--- src/rtl/dw_addsub_pkg.sv ---
package dw_addsub_pkg;

  typedef enum logic [1:0] {
    OP_ADD_TRAP = 2'b00,
    OP_ADD_WRAP = 2'b01,
    OP_SUB_TRAP = 2'b10,
    OP_SUB_WRAP = 2'b11
  } addSubOp_e;

  // Strobes from control to datapath
  typedef struct packed {
    logic load;
    logic subtract;
    logic trapOn;
  } dpCtrl_t;

endpackage

--- src/rtl/dw_addsub_ctrl.sv ---
module dw_addsub_ctrl
  import dw_addsub_pkg::*;
(
  input  logic       clk,
  input  logic       rstN,
  input  logic       inValid,
  input  logic [1:0] opSel,
  input  logic       ovfRaw,
  output dpCtrl_t    ctrl,
  output logic       wrEn,
  output logic       ovfExc
);

  addSubOp_e opCode;
  logic      trapHit;

  always_comb begin
    opCode        = addSubOp_e'(opSel);
    ctrl.load     = inValid;
    ctrl.subtract = (opCode == OP_SUB_TRAP) || (opCode == OP_SUB_WRAP);
    ctrl.trapOn   = (opCode == OP_ADD_TRAP) || (opCode == OP_SUB_TRAP);
    trapHit       = inValid && ctrl.trapOn && ovfRaw;
  end

  always_ff @(posedge clk or negedge rstN) begin
    if (!rstN) begin
      wrEn   <= 1'b0;
      ovfExc <= 1'b0;
    end else begin
      wrEn   <= inValid && !trapHit;
      ovfExc <= trapHit;
    end
  end

endmodule

--- src/rtl/dw_addsub_dp.sv ---
module dw_addsub_dp
  import dw_addsub_pkg::*;
#(
  parameter int DATA_W = 64
) (
  input  logic              clk,
  input  logic              rstN,
  input  dpCtrl_t           ctrl,
  input  logic [DATA_W-1:0] srcS,
  input  logic [DATA_W-1:0] srcT,
  output logic              ovfRaw,
  output logic [DATA_W-1:0] result
);

  localparam int MSB = DATA_W - 1;

  logic [DATA_W-1:0] opB;
  logic [DATA_W-1:0] carryIn;
  logic [DATA_W-1:0] rawSum;

  always_comb begin
    opB     = ctrl.subtract ? ~srcT : srcT;
    carryIn = {{(DATA_W-1){1'b0}}, ctrl.subtract};
    rawSum  = srcS + opB + carryIn;
    // same-sign effective operands yielding opposite-sign sum
    ovfRaw  = (srcS[MSB] == opB[MSB]) && (rawSum[MSB] != srcS[MSB]);
  end

  always_ff @(posedge clk or negedge rstN) begin
    if (!rstN) begin
      result <= '0;
    end else if (ctrl.load) begin
      result <= rawSum;
    end
  end

endmodule

--- src/rtl/dw_addsub_unit.sv ---
module dw_addsub_unit
  import dw_addsub_pkg::*;
#(
  parameter int DATA_W = 64
) (
  input  logic              clk,
  input  logic              rstN,
  input  logic              inValid,
  input  logic [1:0]        opSel,
  input  logic [DATA_W-1:0] srcS,
  input  logic [DATA_W-1:0] srcT,
  output logic [DATA_W-1:0] result,
  output logic              wrEn,
  output logic              ovfExc
);

  dpCtrl_t ctrl;
  logic    ovfRaw;

  dw_addsub_ctrl ctrl_i (
    .clk    (clk),
    .rstN   (rstN),
    .inValid(inValid),
    .opSel  (opSel),
    .ovfRaw (ovfRaw),
    .ctrl   (ctrl),
    .wrEn   (wrEn),
    .ovfExc (ovfExc)
  );

  dw_addsub_dp #(.DATA_W(DATA_W)) dp_i (
    .clk   (clk),
    .rstN  (rstN),
    .ctrl  (ctrl),
    .srcS  (srcS),
    .srcT  (srcT),
    .ovfRaw(ovfRaw),
    .result(result)
  );

endmodule

--- config.mk ---
export PLATFORM = sky130hd
export DESIGN_NAME = dw_addsub_unit
export DESIGN_NICKNAME = d
export VERILOG_FILES = /design/src/rtl/dw_addsub_pkg.sv /design/src/rtl/dw_addsub_ctrl.sv /design/src/rtl/dw_addsub_dp.sv /design/src/rtl/dw_addsub_unit.sv
export SDC_FILE = /design/constraint.sdc
export NUM_CORES = 1
export LEC_CHECK = 0
export BUFFER_PORTS_ARGS = -buffer_cell sky130_fd_sc_hd__buf_2
export CAP_MARGIN = 20
export CORE_UTILIZATION = 30
export DETAILED_ROUTE_END_ITERATION = 12
export PLACE_DENSITY_LB_ADDON = 0.08
export SYNTH_ARGS = -nofsm -noshare
export SYNTH_HDL_FRONTEND = slang
export SYNTH_SLANG_ARGS = --single-unit
--- constraint.sdc ---
create_clock -name clk -period 2.37 [get_ports clk]
set_input_delay 0.1185 -clock clk [delete_from_list [all_inputs] [get_ports clk]]
set_output_delay 0.1185 -clock clk [all_outputs]
set_load 0.05 [all_outputs]
=== After elaboration in Yosys (flattened, before gate mapping) ===
Index checks and enable logic that the tools add are counted.
W data, S select, Z words.

* Register bits: 66
* Input port bits: 133
* Output and inout bits: 66
* Word-level logic and storage cells: 19

* $add $sub $neg: 2
* Equality and inequality tests: 4
* Muxes and demuxes: 1
* Bitwise gates (word level): 1
* Reduce and logical (&&, ||, !) cells: 8

{| class="wikitable"
|+ Operators by type and width
! operator !! number
|-
| $add A64 B1 Y64 || 1
|-
| $add A64 B64 Y64 || 1
|-
| $mux W64 || 1
|-
| $not A64 Y64 || 1
|-
| $eq A2 B2 Y1 const B || 2
|-
| $logic_and A1 B1 Y1 || 4
|-
| $logic_not A2 Y1 || 1
|-
| $logic_or A1 B1 Y1 || 2
|-
| $eq A1 B1 Y1 || 1
|-
| $logic_not A1 Y1 || 1
|-
| $ne A1 B1 Y1 || 1
|}

=== Depth between registers and ports, before layout ===
* Depth in word-level cells: 10
* Mapped depth: 15
* Mapped depth without buffers: 13

=== Modules after synthesis ===
From an unflattened synthesis, not the netlist that was laid out.

* Cell total of the unflattened synthesis: 782
* Area total of the unflattened synthesis: 6782.8 µm²

{| class="wikitable"
|+ By module, submodules not included
! module !! instances !! cells each !! area an instance (µm²)
|-
| dw_addsub_dp || 1 || 775 || 6703.9
|-
| dw_addsub_ctrl || 1 || 7 || 78.8
|}

=== Worst setup path before layout ===
OpenSTA, ideal clock, no wires.

* Path kind: input port to flip-flop
* Start: input port opSel[1]
* End: register dp_i.result[60]
* Setup time: 0.126 ns
* Data arrival time: 3.418 ns
* Setup slack: -1.174 ns
* Stages on the path: 12
* Buffers on the path: 3
* Path through: buf_2 buf_1 xor2_1 ha_1 clkbuf_1 nand4_4 or3b_2 or3_1 or2_2 o22ai_1 mux2_1 a221o_1

* Longest elaborated chain between the ends: 5
* Elaborated cells on any way between the ends: 6

{| class="wikitable"
|+ RTL lines
! what !! line !! RTL
|-
| from (decl) || dw_addsub_unit.sv:9 || <nowiki>input logic [1:0] opSel,</nowiki>
|-
| $eq A2 B2 Y1 || dw_addsub_ctrl.sv:20 || <nowiki>ctrl.subtract = (opCode == OP_SUB_TRAP) || (opCode == OP_SUB_WRAP);</nowiki>
|-
| $logic_or A1 B1 Y1 * || dw_addsub_ctrl.sv:20 ||
|-
| $mux W64 || dw_addsub_dp.sv:22 || <nowiki>opB = ctrl.subtract ? ~srcT : srcT;</nowiki>
|-
| $add A64 B64 Y64 || dw_addsub_dp.sv:24 || <nowiki>rawSum = srcS + opB + carryIn;</nowiki>
|-
| $add A64 B1 Y64 * || dw_addsub_dp.sv:24 ||
|-
| to (signal assigned) || dw_addsub_dp.sv:33 || <nowiki>result <= rawSum;</nowiki>
|-
| to (decl) || dw_addsub_dp.sv:12 || <nowiki>output logic [DATA_W-1:0] result</nowiki>
|}

Mark *: on every way between the ends. The rest lies on a longest branch, timed or not.
A chain may end at the register's enable or synchronous reset.

=== Worst setup path after layout ===
* Start: input port opSel[1]
* End: register dp_i.result[62]

The elaborated chain is that of the path after synthesis.

==> impl_metrics.tcl <==
set metrics [dict create \
    synthesis.nets 1007 \
    seqPwrFrac 0.194 \
    fin_crit_sh 1.20 \
    worst_setup_path_start_kind "primary input" \
    arrival_ns 3.08 \
    drt_iter0_drc 236 \
    crit_type "in2reg" \
    fillers 2168 \
    die_h_um 154 \
    chipWidth_um 154 \
    cts_htree_levels 3 \
    timing.max_cap.violations 0 \
    synth_seq_cells 66 \
    initial_core_util 0.306 \
    leakage_nw 5.68 \
    synthesis.instances 811 \
    final_cell_area_mm2 0.0117 \
    fin_crit_ns 2.85 \
    cts.sinks 66 \
    synth_edf_count 0 \
    seqCellArea_mm2 0.00165 \
    num_antenna_cells 0 \
    portBuffers 198 \
    comb_power_share 0.644 \
    yosys_warnings 0 \
    viasPerCell 4.83 \
    clock-root-buffer "clkbuf_16" \
    fin_worst_skew_ns 0 \
    endpoint_kind "flop" \
    internal_power_mw 4.78 \
    syn_avg_cell_area_um2 8.58 \
    wirelength_um 25300 \
    status "finished with violations" \
    dr.pass1.iters 4 \
    vias 7489 \
    hold_viol_final 0 \
    fp.dieArea_mm2 0.0238 \
    synth_top_area_cell "dfrtp_1" \
    yosysTopAreaCellShare 0.237 \
    fin_setup_tns_ns -10.89 \
    area_delta_synth_final_pct 68.4 \
    clk_pin_slew_ns 0.06 \
    holdCritPathClass "in2reg" \
    multi_input_area_mm2 0.00600 \
    yosys-top-cells-count "xor2_1, a21oi_1, nand2_1, dfrtp_1, ha_1" \
    tightestPinTransition_ns 0.556 \
    synthTopCellsByArea "dfrtp_1, ha_1, xor2_1" \
    synth_area_mm2 0.00696 \
    setup_viol 43 \
    max_freq_ghz 0.351 \
    pwr-share-clk 0.162 \
    relSlewSlack 0.629 \
    p_total_mw 8.91 \
    route.detailed.drc 0 \
    drv_slew 0 \
    cts.path.max_buffers 2 \
    async_flop_share 1.00 \
    placed_cell_area_mm2 0.0101 \
    place.gp.congestion 0.825 \
    grt.total_usage 0.210 \
    grt_antenna_before_repair 0 \
    fin_nets 1457 \
    yosysSeqAreaShare 0.237 \
    pin_count 199 \
    hold_slack_ns 0.112 \
    clock_latency_ns 0.34 \
    cp.required_ns 2.60 \
    synth_top_flop_cell "dfrtp_1" \
    drive_gt1_frac 0.554 \
    rows 55 \
    synthMostInstantiatedCell "xor2_1" \
    ir_drop_v 0.000450 \
    place_hpwl_um 19600 \
    cts_buffers 9 \
    cts_tree "done" \
    antenna_left 0 \
    p_per_area_mw_per_mm2 760 \
    ys_types 73 \
    switchingPower_mw 4.13 \
    grt_max_degree 37 \
    path_max_fanout 5 \
    pre_cts_slack_ns -0.961 \
    fin_ws_ns -0.476 \
    rsz0062_at_grt "yes" \
    switching_share 0.463 \
    overflow 0 \
    grt_pass1_wl_um 39100 \
    design.core.area_mm2 0.0227 \
    routedWlPerCell_um 16.3 \
    grt_pass1_vias 7586 \
    violations "negative setup slack" \
]
-- cell families (layout without fill, tap and decap cells) --
family                   after synthesis  count (layout)  synth area share
XOR/XNOR                             120             120             0.151
multiplexers                          52              52            0.0854
adder cells (fa/ha/maj)               63              63             0.114
AND/OR/NAND/NOR                      204             204             0.142
flip-flops                            66              66             0.237
buffers and inverters                 64             519            0.0387
AO/OA/AOI/OAI                        242             242             0.231
-- critical path, cell delays in order --
cell	delay [ns]
buf_12	0.13
buf_12	0.14
xor2_1	0.14
ha_1	0.30
a21o_1	0.16
a311o_1	0.37
a21oi_2	0.15
nand3b_4	0.15
o311a_4	0.23
o21ai_4	0.06
a2111o_1	0.51
buf_6	0.16
a21oi_2	0.12
xnor2_1	0.07
mux2_2	0.25
-- layout by cell type, fill, tap and decap left out, types with 5 or more instances in the layout --
master / count
buf_4: 250
dfrtp_1: 66
mux2_4: 17
or3_1: 6
clkbuf_16: 9
o21ai_1: 12
o21a_1: 11
o21bai_1: 10
inv_1: 20
buf_6: 28
nand2_1: 63
xor2_2: 7
nor2_2: 8
a21oi_2: 31
a21oi_1: 50
o21ai_2: 9
buf_2: 196
ha_2: 5
ha_4: 8
mux2_2: 32
o21ai_0: 21
xnor2_1: 28
xor2_1: 74
nand4_1: 16
nor3_1: 7
a21o_1: 35
nor2_1: 36
and2_4: 5
nand2b_1: 5
nor2b_1: 5
xnor2_2: 10
nand3_1: 14
ha_1: 49
-- power groups by stage --
stage | registers, mW | logic, mW | clock network (mW)
CTS | 1.74 | 5.40 | 1.50
detailed placement | 1.75 | 5.03 | 0
global route | 1.78 | 6.11 | 1.52
floorplan | 3.08 | 1.90 | 0
global placement | 1.74 | 5.02 | 0
finish | 1.73 | 5.73 | 1.44
-- metal layers --
metal | global-route usage | wire length, um | up-vias
met1 | 0.272 | 11700 | 3499
met2 | 0.366 | 12400 | 157
li1 | - | - | 3815
met5 | 0 | 0 | -
met3 | 0.0322 | 885 | 18
met4 | 0.0448 | 284 | 0
-- final timing paths --
check	from	endpoint	slack (ns)	cells after the start
worst min-delay path	srcS[0]	dp_i.result[0]$_DFFE_PN0P_	0.11	3
worst max-delay path	opSel[1]	dp_i.result[62]$_DFFE_PN0P_	-0.48	15
max in group asynchronous	rstN	dp_i.result[29]$_DFFE_PN0P_	1.38	3
worst min register to register	dp_i.result[27]$_DFFE_PN0P_	dp_i.result[27]$_DFFE_PN0P_	0.49	2
worst max register to register	dp_i.result[58]$_DFFE_PN0P_	dp_i.result[58]$_DFFE_PN0P_	1.51	2
min in group asynchronous	rstN	dp_i.result[15]$_DFFE_PN0P_	0.29	2
-- through the flow --
| step | std cells | util |
|---|---|---|
| floorplan | 811 | - |
| global placement | 1494 | 0.443 |
| detailed placement | 1494 | 0.443 |
| CTS | 1529 | 0.485 |
| global route | 1551 | 0.516 |
| finish | 1551 | 0.516 |
-- state kept, by name, indices dropped and copies added (netlist names) --
signal and flops:
ctrl_i.ovfExc 1, ctrl_i.wrEn 1, dp_i.result 64
-- what timing repair did --
item	CTS	global route
hold buffers	2	0
endpoints found under the setup margin	47	53
endpoints found under the hold margin	36	0
pin swaps	49	41
buffers inserted	20	22
cloned	2	0
gates resized for setup	106	106
-- final cells by class --
type / count / share of cell area
well taps: 285 / 0.0304
multi-input cells: 681 / 0.512
inverters: 21 / 0.00673
clock buffers: 14 / 0.0225
repair buffers: 482 / 0.284
flip-flops and latches: 66 / 0.141
clock inverters: 2 / 0.00299
No activity file was read; power rests on OpenSTA's default activity.
